===== src/rtl/modclk_mgr.sv =====
module modclk_mgr #(
  parameter int N_OPT = 6
) (
  input  logic             clk,
  input  logic             rst_cold_n,
  input  logic             rst_warm_n,
  input  logic             cfg_we,
  input  logic [1:0]       cfg_mode,
  input  logic [N_OPT-1:0] cfg_opt,
  input  logic             mod_idle_ack,
  input  logic             mod_stby,
  input  logic             dom_iclk_gate,
  input  logic             bus_req,
  input  logic             bus_wakeup,
  output logic [1:0]       mode_st,
  output logic [N_OPT-1:0] opt_clk_en,
  output logic             idle_req,
  output logic             fclk_en,
  output logic             iclk_en,
  output logic [1:0]       idle_st,
  output logic             stby_st,
  output logic             bus_err
);
  localparam logic [1:0] MODE_OFF = 2'd0;
  localparam logic [1:0] MODE_ON  = 2'd2;

  typedef enum logic [1:0] {S_OFF, S_WAKE, S_ON, S_SLEEP} state_t;

  state_t state_q, state_d;
  logic [1:0]       mode_q;
  logic [N_OPT-1:0] opt_q;
  logic             stby_q;

  wire sw_rst   = !rst_cold_n || !rst_warm_n;
  wire mode_ok  = (cfg_mode == MODE_OFF) || (cfg_mode == MODE_ON);

  always_ff @(posedge clk) begin
    if (sw_rst) begin
      mode_q <= MODE_OFF;
      opt_q  <= '0;
    end else if (cfg_we) begin
      opt_q <= cfg_opt;
      if (mode_ok) mode_q <= cfg_mode;
    end
  end

  always_comb begin
    state_d = state_q;
    case (state_q)
      S_OFF:   if (mode_q == MODE_ON) state_d = S_WAKE;
      S_WAKE:  if (mode_q == MODE_OFF) state_d = S_SLEEP;
               else if (!mod_idle_ack) state_d = S_ON;
      S_ON:    if (mode_q == MODE_OFF) state_d = S_SLEEP;
      S_SLEEP: if (mode_q == MODE_ON) state_d = S_WAKE;
               else if (mod_idle_ack) state_d = S_OFF;
      default: state_d = S_OFF;
    endcase
  end

  always_ff @(posedge clk) begin
    if (!rst_cold_n) begin
      state_q <= S_OFF;
      stby_q  <= 1'b1;
    end else begin
      state_q <= state_d;
      stby_q  <= mod_stby;
    end
  end

  assign mode_st    = mode_q;
  assign opt_clk_en = opt_q;
  assign stby_st    = stby_q;
  assign idle_req   = (state_q == S_OFF) || (state_q == S_SLEEP);
  assign fclk_en    = (state_q != S_OFF);
  assign iclk_en    = fclk_en && !((state_q == S_ON) && dom_iclk_gate);
  assign bus_err    = bus_req && !bus_wakeup && (state_q == S_OFF);

  always_comb begin
    case (state_q)
      S_OFF:   idle_st = 2'd3;
      S_ON:    idle_st = dom_iclk_gate ? 2'd2 : 2'd0;
      default: idle_st = 2'd1;
    endcase
  end
endmodule



===== config.mk =====
export PLATFORM = sky130hd
export DESIGN_NAME = modclk_mgr
export DESIGN_NICKNAME = d
export VERILOG_FILES = /design/src/rtl/modclk_mgr.sv
export SDC_FILE = /design/constraint.sdc
export NUM_CORES = 1
export LEC_CHECK = 0
export ABC_AREA = 1
export BUFFER_PORTS_ARGS = -buffer_cell sky130_fd_sc_hd__buf_2
export CAP_MARGIN = 20
export CORE_MARGIN = 4
export CORE_UTILIZATION = 30
export DETAILED_ROUTE_END_ITERATION = 6
export PLACE_DENSITY = 0.66
export SETUP_SLACK_MARGIN = 0.15
export SLEW_MARGIN = 5
export SYNTH_ARGS = -nofsm -noshare
export SYNTH_HDL_FRONTEND = slang
export SYNTH_SLANG_ARGS = --single-unit

===== constraint.sdc =====
create_clock -name clk -period 1.3 [get_ports clk]
set_input_delay 0.195 -clock clk [delete_from_list [all_inputs] [get_ports clk]]
set_output_delay 0.195 -clock clk [all_outputs]
set_load 0.02 [all_outputs]

==> Word level (Yosys, flattened, before mapping) <==
Index checks and enable logic that the tools add are counted.
{ "classes": {"n_eq_ne": 9, "n_reduce_logical": 17, "muxes": 9} }
{ "ops": {"columns": ["cell", "n"], "rows": [
  ["two-way mux 2 bit", 7],
  ["== test 2 bit (second input constant)", 4],
  ["case mux 2 bit (4 select lines)", 1],
  ["logical NOT 2 bit", 3],
  ["inequality test 3 bit (second input constant)", 2],
  ["logical AND 1 bit", 4],
  ["logical NOT 1 bit", 4],
  ["inequality test 2 bit (second input constant)", 2],
  ["case mux 2 bit (2 select lines)", 1],
  ["AND reduction 4 bit", 1],
  ["logical OR 1 bit", 3],
  ["== test 2 x 1 -> 1 bit (second input constant)", 1],
  ["AND reduction 2 bit", 1],
  ["nonzero test 2 bit", 1]
]} }
{ "word_totals": {"reg_bits": 11, "input_bits": 17, "out_inout_bits": 15} }

==> Logic depth before layout (Yosys ltp) <==
Gate-level depths: netlist (run 1).
{ "logic_depth": {"depth_word": 4, "mapped_depth": 9} }

==> Least setup slack after synthesis (run 1) <==
Ideal clock, no wire load.
{ "synth_timing": {"path_kind": "reg2out", "startpoint": "register state_q[0]", "endpoint": "output port idle_st[1]", "arrival_ns": 1.249, "setup_slack_ns": -0.144, "stages_incl_launch_ff": 5, "path_cell_list": "dfxtp_1 -> inv_1 -> ha_1 -> a21oi_1 -> inv_1"} }
{ "synth_via": {"elab_chain_len": 2} }
{ "synth_rtl": {"columns": ["element", "line_no", "source"], "rows": [
  ["start, declared", "29", "state_t state_q, state_d;"],
  ["start signal, assigned", "65", "state_q <= state_d;"],
  ["== test 2 bit or logical NOT 2 bit (tied branches)", "79", "case (state_q)"],
  ["case mux 2 bit (2 select lines) *", "79", null],
  ["end, declared", "20", "output logic [1:0] idle_st,"]
]} }
Mark *: on every way between the ends. The rest lies on a longest branch, timed or not.

==> Worst setup path after layout (run 1) <==
{ "layout_timing": {"startpoint": "register state_q[1]", "endpoint": "output port idle_st[1]"} }
Same word-level chain as after synthesis.

==> flow_summary.json, run 1 <==
{
  "critical_path.slowest_cell": "sky130_fd_sc_hd__dfxtp_4",
  "overflow": 0,
  "antenna_cells": 0,
  "placement_rows": 14,
  "seqPwrFrac_pct": 27.1,
  "worstSetupEndpointType": "primary output",
  "drt_wl_total_um": 1350,
  "place_area_um2": 748,
  "worst-r2r-cell-count": 10,
  "worstSetupPathType": "reg -> out",
  "crit_path_max_incr_delay_ns": 0.38,
  "grt_pass1_vias": 577,
  "synth.cell_area_um2": 534,
  "fin_worst_skew_ns": 0.000169,
  "setup_slack_ns": -0.0568,
  "number_of_buffers_inserted_for_hold_repair_after_clock_tree_synthesis": 0,
  "rsz_0062_raised_after_global_routing": "yes",
  "globalRouteTotalUtil_pct": 11.4,
  "tightestPinTransition_ns": 0.260,
  "netlist.top_cell.by_area": "sky130_fd_sc_hd__dfxtp_1",
  "initial_core_util_pct": 33.5,
  "critPathBufInv": 3,
  "die-height_um": 50.2,
  "grt_start_max_net_pins": 9,
  "violations": "setup timing",
  "vdd.ir_drop.worst_mv": 0.940,
  "timing.critical_path.max_delay_family": "flip-flops",
  "synthesis.area_per_instance_um2": 6.94,
  "grt_antenna_before_repair": 0,
  "finalWeightedCongestion": 0.743,
  "holdPathStages": 3,
  "wire_per_inst_um": 9.79,
  "synth-seq-cells": 11,
  "multi_input_area_um2": 328,
  "synthesis.nets": 99,
  "grt_first_pass_wirelength_um": 2280,
  "worstHoldPathType": "in -> reg",
  "die_area_um2": 2520,
  "clock_insertion_delay_worst_skew_ns": 0.26,
  "worst_setup_hold_path_clk_slew_ns": 0.06,
  "worstPathRequired_ns": 1.11,
  "pwr-share-clk_pct": 15.0,
  "timing_max_transition_violations_final": 0,
  "p_switching_w": 0.000615,
  "period_share_pct": 104,
  "first_iter_violations": 9,
  "fin_crit_ns": 1.36,
  "power_density_nw_per_um2": 1750,
  "drcViolationCount": 0,
  "port_buffers": 31,
  "cts_max_path_buffers": 2,
  "yosys.cell_types.count": 11,
  "first_pass_iters": 4,
  "critical_path.startpoint": "state_q[1]",
  "r2r_end": "state_q[0]",
  "finalPower_w": 0.00151,
  "pwr-share-comb_pct": 57.9,
  "report.final.hold_viol_count": 0,
  "layout_common_cells": "sky130_fd_sc_hd__nand2_1 (27), sky130_fd_sc_hd__buf_2 (25), sky130_fd_sc_hd__dfxtp_1 (9), sky130_fd_sc_hd__a21oi_1 (7)",
  "cts_tree": "yes",
  "floorplan.io_pins": 32,
  "worst_ep_arrival_time_ns": 1.16,
  "antenna_violating_nets_post_route": 0,
  "total_number_of_yosys_warnings": 0,
  "post-route-util_pct": 54.2,
  "max_slew_margin_vs_limit_pct": 82.7,
  "route.vias.total": 574,
  "layout_commonest_cell": "sky130_fd_sc_hd__nand2_1",
  "cap_viol_max_count": 0,
  "worstPathCellList": "inv_4 -> ha_4 -> a21oi_4 -> inv_2 -> buf_6",
  "syn-instance-count": 77,
  "critPathLaunchType": "register",
  "switching_share_pct": 40.6,
  "cts_inserted_buffers": 3,
  "fillCellCount": 150,
  "r2r_start": "state_q[1]",
  "htreeDepth": 1,
  "power_leakage_nw": 0.435,
  "cell_internal_pwr_w": 0.000900,
  "path_max_fanout": 4,
  "worst_setup_path_endpoint": "idle_st[1]",
  "synth.yosys.seq_area_share_pct": 41.2,
  "finalSetupViolCount": 3,
  "fin_area_um2": 863,
  "detailedPlacementHpwl_um": 1030,
  "synth_largest_type_area_fraction_pct": 41.2,
  "setup_tns_ns": -0.130,
  "achievable-frequency_mhz": 737,
  "holdWs_ns": 0.0942,
  "die_w_um": 50.2,
  "seqCellArea_um2": 225,
  "finalNetCount": 137,
  "layout-drive-gt1-share_pct": 47.4,
  "cts_root_buf": "sky130_fd_sc_hd__clkbuf_4",
  "critical_path_cell_count": 5,
  "status": "finished with violations",
  "tritoncts_num_sinks": 11,
  "post_synth_main_area_contributors": "sky130_fd_sc_hd__dfxtp_1 (41%), sky130_fd_sc_hd__nand2_1 (20%), sky130_fd_sc_hd__ha_1 (12%), sky130_fd_sc_hd__inv_1 (7.7%), sky130_fd_sc_hd__a21oi_1 (7.5%)",
  "flow.area_growth_from_synthesis_pct": 61.6,
  "worst-r2r-setup-slack_ns": 0.08,
  "design.core.area_um2": 1590,
  "via_per_inst": 4.16
}
-- what timing repair did --
| item | in CTS | in global routing |
|---|---|---|
| endpoints found under the hold margin | 0 | 0 |
| gates cloned | 0 | 0 |
| endpoints found under the setup margin | 8 | 8 |
| pin swaps | 4 | 2 |
| resized for setup | 21 | 4 |
| setup buffers | 2 | 0 |
-- stage by stage --
| stage | std cells | setup slack, ns |
|---|---|---|
| global route | 138 | -0.0916 |
| floorplan | 77 | 0.148 |
| global placement | 132 | 0.109 |
| CTS | 138 | -0.0569 |
| finish | 138 | -0.0568 |
| detailed placement | 132 | 0.104 |
-- Yosys cell counts --
library cell	number
sky130_fd_sc_hd__nor3_1	1
sky130_fd_sc_hd__o21ai_0	1
sky130_fd_sc_hd__inv_1	11
sky130_fd_sc_hd__dfxtp_1	11
sky130_fd_sc_hd__nand3_1	2
sky130_fd_sc_hd__nor2_1	7
sky130_fd_sc_hd__a21oi_1	8
sky130_fd_sc_hd__inv_2	1
sky130_fd_sc_hd__nor2_4	1
sky130_fd_sc_hd__ha_1	5
sky130_fd_sc_hd__nand2_1	29
-- metal layers --
layer / vias to the layer above / part of all wire (%) / track usage [%]
met5: - / 0 / 0
met4: 0 / 1.2 / 4.61
met3: 2 / 4.4 / 3.85
met2: 13 / 53 / 19.6
met1: 252 / 41 / 13.0
li1: 307 / - / -
-- area by class of cell --
cell class,count,share of cell area [%]
repair buffers,33,23.6
well taps,24,3.48
inverters,12,5.80
flip-flops and latches,11,26.1
multi-input cells,54,38.0
clock buffers,4,3.04
-- registers in the layout (all words and copies together), names as in the netlist --
signal,flops
stby_st,1
opt_clk_en,6
mode_st,2
state_q,2
-- worst min-delay path: stages --
cell	delay, ns
sky130_fd_sc_hd__buf_2	0.07
sky130_fd_sc_hd__inv_1	0.03
sky130_fd_sc_hd__nand2_1	0.04
-- cell families after synthesis --
group | synth area share, %
compound gates | 8.43
fa+ha+maj | 11.7
buf+inv | 8.43
flops | 41.2
simple gates | 30.2
-- how the worst min path moves through the flow --
stage               startpoint       to  slack (ns)
detailed placement    mod_stby  stby_st        0.38
floorplan           rst_cold_n  stby_st        0.26
CTS                   mod_stby  stby_st        0.09
global route          mod_stby  stby_st        0.13
finish                mod_stby  stby_st        0.09
global placement      mod_stby  stby_st        0.36
-- power groups by stage --
stage                     combinational, W  sequential [W]  clock, W
final                             0.000877        0.000411  0.000227
after global routing              0.000953        0.000415  0.000251
after CTS                         0.000837        0.000412  0.000236
after detailed placement          0.000640        0.000402         0
after global placement            0.000635        0.000401         0
after floorplan                   0.000454        0.000409         0
No activity file was read; power rests on OpenSTA's default activity.
==> run 2, diff against run 1 <==
CORE_ASPECT_RATIO = 0.9   (was default)
==> run 2 against run 1 <==
Register-to-register slack better by 0.03 ns. Highest routed layer unchanged. Sequential share of layout area down 1.3 points. Critical path depth unchanged. Final area up 5.2%. Die area about the same. The run still ends with setup timing left. Largest cell class unchanged. Critical endpoint unchanged. Flip-flop and latch count unchanged. Core utilization down 0.14 points. Power up 5.7%. Largest power group unchanged.
==> flow_summary.json, run 2 (synthesis gave the netlist of run 1 again) <==
{
  "layout_common_cells": "sky130_fd_sc_hd__buf_2 (25), sky130_fd_sc_hd__nand2_1 (22), sky130_fd_sc_hd__dfxtp_1 (9)",
  "globalRouteTotalUtil_pct": 11.2,
  "largest_register_ff_count": 6,
  "clock_insertion_delay_worst_skew_ns": 0.26,
  "rsz_0062_raised_after_global_routing": "yes",
  "path_max_fanout": 4,
  "antenna_cells": 0,
  "finalNetCount": 140,
  "fin_crit_ns": 1.33,
  "first_pass_iters": 2,
  "max_slew_margin_vs_limit_pct": 81.4,
  "worstSetupPathType": "reg -> out",
  "worst_ep_arrival_time_ns": 1.14,
  "seqCellArea_um2": 225,
  "die-height_um": 48.0,
  "grt_busiest_layer": "met2",
  "worst-r2r-setup-slack_ns": 0.11,
  "tightestPinTransition_ns": 0.278,
  "overflow": 0,
  "first_iter_violations": 1,
  "worst_setup_path_endpoint": "idle_st[1]",
  "design.core.area_um2": 1680,
  "r2r_end": "state_q[1]",
  "worstHoldPathType": "in -> reg",
  "finalWeightedCongestion": 0.749,
  "cts_root_buf": "sky130_fd_sc_hd__clkbuf_4",
  "post-route-util_pct": 54.0,
  "power_density_nw_per_um2": 1760,
  "cts_tree": "yes",
  "fin_area_um2": 908,
  "period_share_pct": 103,
  "fillCellCount": 180,
  "setup_slack_ns": -0.0331,
  "grtUsageMet2_pct": 19.6,
  "vdd.ir_drop.worst_mv": 0.660,
  "placement_rows": 14,
  "die_area_um2": 2520,
  "worstPathRequired_ns": 1.11,
  "achievable-frequency_mhz": 750,
  "power_leakage_nw": 0.450,
  "grt_antenna_before_repair": 0,
  "drcViolationCount": 0,
  "floorplan.io_pins": 32,
  "port_buffers": 31,
  "multi_input_area_um2": 340,
  "status": "finished with violations",
  "grt_start_max_net_pins": 9,
  "critical_path.startpoint": "state_q[0]",
  "drt_wl_total_um": 1400,
  "grt_first_pass_wirelength_um": 2040,
  "htreeDepth": 1,
  "detailedPlacementHpwl_um": 1020,
  "timing_max_transition_violations_final": 0,
  "cts_inserted_buffers": 3,
  "dp.cells": 132,
  "critPathLaunchType": "register",
  "finalSetupViolCount": 4,
  "flow.area_growth_from_synthesis_pct": 70.0,
  "fin_worst_skew_ns": 0.00476,
  "initial_core_util_pct": 31.8,
  "cts_max_path_buffers": 2,
  "wire_per_inst_um": 9.91,
  "worstSetupEndpointType": "primary output",
  "met1_usage_pct": 12.5,
  "die_w_um": 52.5,
  "via_per_inst": 4.21,
  "r2r_start": "state_q[1]",
  "fin_cells": 141,
  "grt_met3_usage_pct": 2.18,
  "antenna_violating_nets_post_route": 0,
  "place_area_um2": 748,
  "holdWs_ns": 0.108,
  "tritoncts_num_sinks": 11,
  "dpl_worst_slack_ns": 0.0954,
  "layout-drive-gt1-share_pct": 52.1,
  "cap_viol_max_count": 0,
  "report.final.hold_viol_count": 0,
  "worst_setup_hold_path_clk_slew_ns": 0.07,
  "violations": "setup timing",
  "grt_pass1_vias": 516,
  "worstHoldStart": "mod_stby",
  "route.vias.total": 594,
  "layout_commonest_cell": "sky130_fd_sc_hd__buf_2",
  "worst-r2r-cell-count": 10
}
run 2: worst min-delay path by stage:
stage          depth (start not counted)  slack (ns)  endpoint
2_1_floorplan                          1        0.26   stby_st
3_3_place_gp                           3        0.36   stby_st
3_5_place_dp                           3        0.37   stby_st
4_1_cts                                3         0.1   stby_st
5_1_grt                                3        0.09   stby_st
6_report                               3        0.11   stby_st
run 2: where the power goes:
| part | internal, W | switching [W] |
|---|---|---|
| registers | 0.000377 | 0.0000329 |
| clock network | 0.000118 | 0.000108 |
| logic | 0.000473 | 0.000491 |
run 2: metrics by stage:
stage,TNS (ns),total power (W)
finish,-0.101,0.00160
global route,-0.336,0.00172
CTS,-0.107,0.00150
detailed placement,0,0.00104
global placement,0,0.00103
floorplan,0,0.000863
run 2: final cells by class:
cell class | instances | share of cell area, %
clock buffers | 4 | 2.89
inverters | 12 | 5.79
multi-input cells | 54 | 37.5
flip-flops and latches | 11 | 24.8
well taps | 24 | 3.31
repair buffers | 36 | 25.8
run 2: what timing repair did:
item                                    4_1_cts  5_1_grt
setup buffers                                 3        2
endpoints found under the setup margin        8        8
hold buffers                                  0        0
pin swaps                                     5        9
resized for setup                            22       10
run 2: layer usage:
| metal | routed length (um) | part of all wire, % |
|---|---|---|
| met1 | 576 | 41 |
| met2 | 707 | 51 |
| met3 | 101 | 7.2 |
| met4 | 12 | 0.86 |
| met5 | 0 | 0 |
run 2: critical path, cell delays in order, from the launching register on:
cell	delay [ns]
sky130_fd_sc_hd__dfxtp_2	0.35
sky130_fd_sc_hd__inv_4	0.06
sky130_fd_sc_hd__ha_4	0.17
sky130_fd_sc_hd__a21oi_4	0.13
sky130_fd_sc_hd__inv_2	0.05
sky130_fd_sc_hd__buf_6	0.12
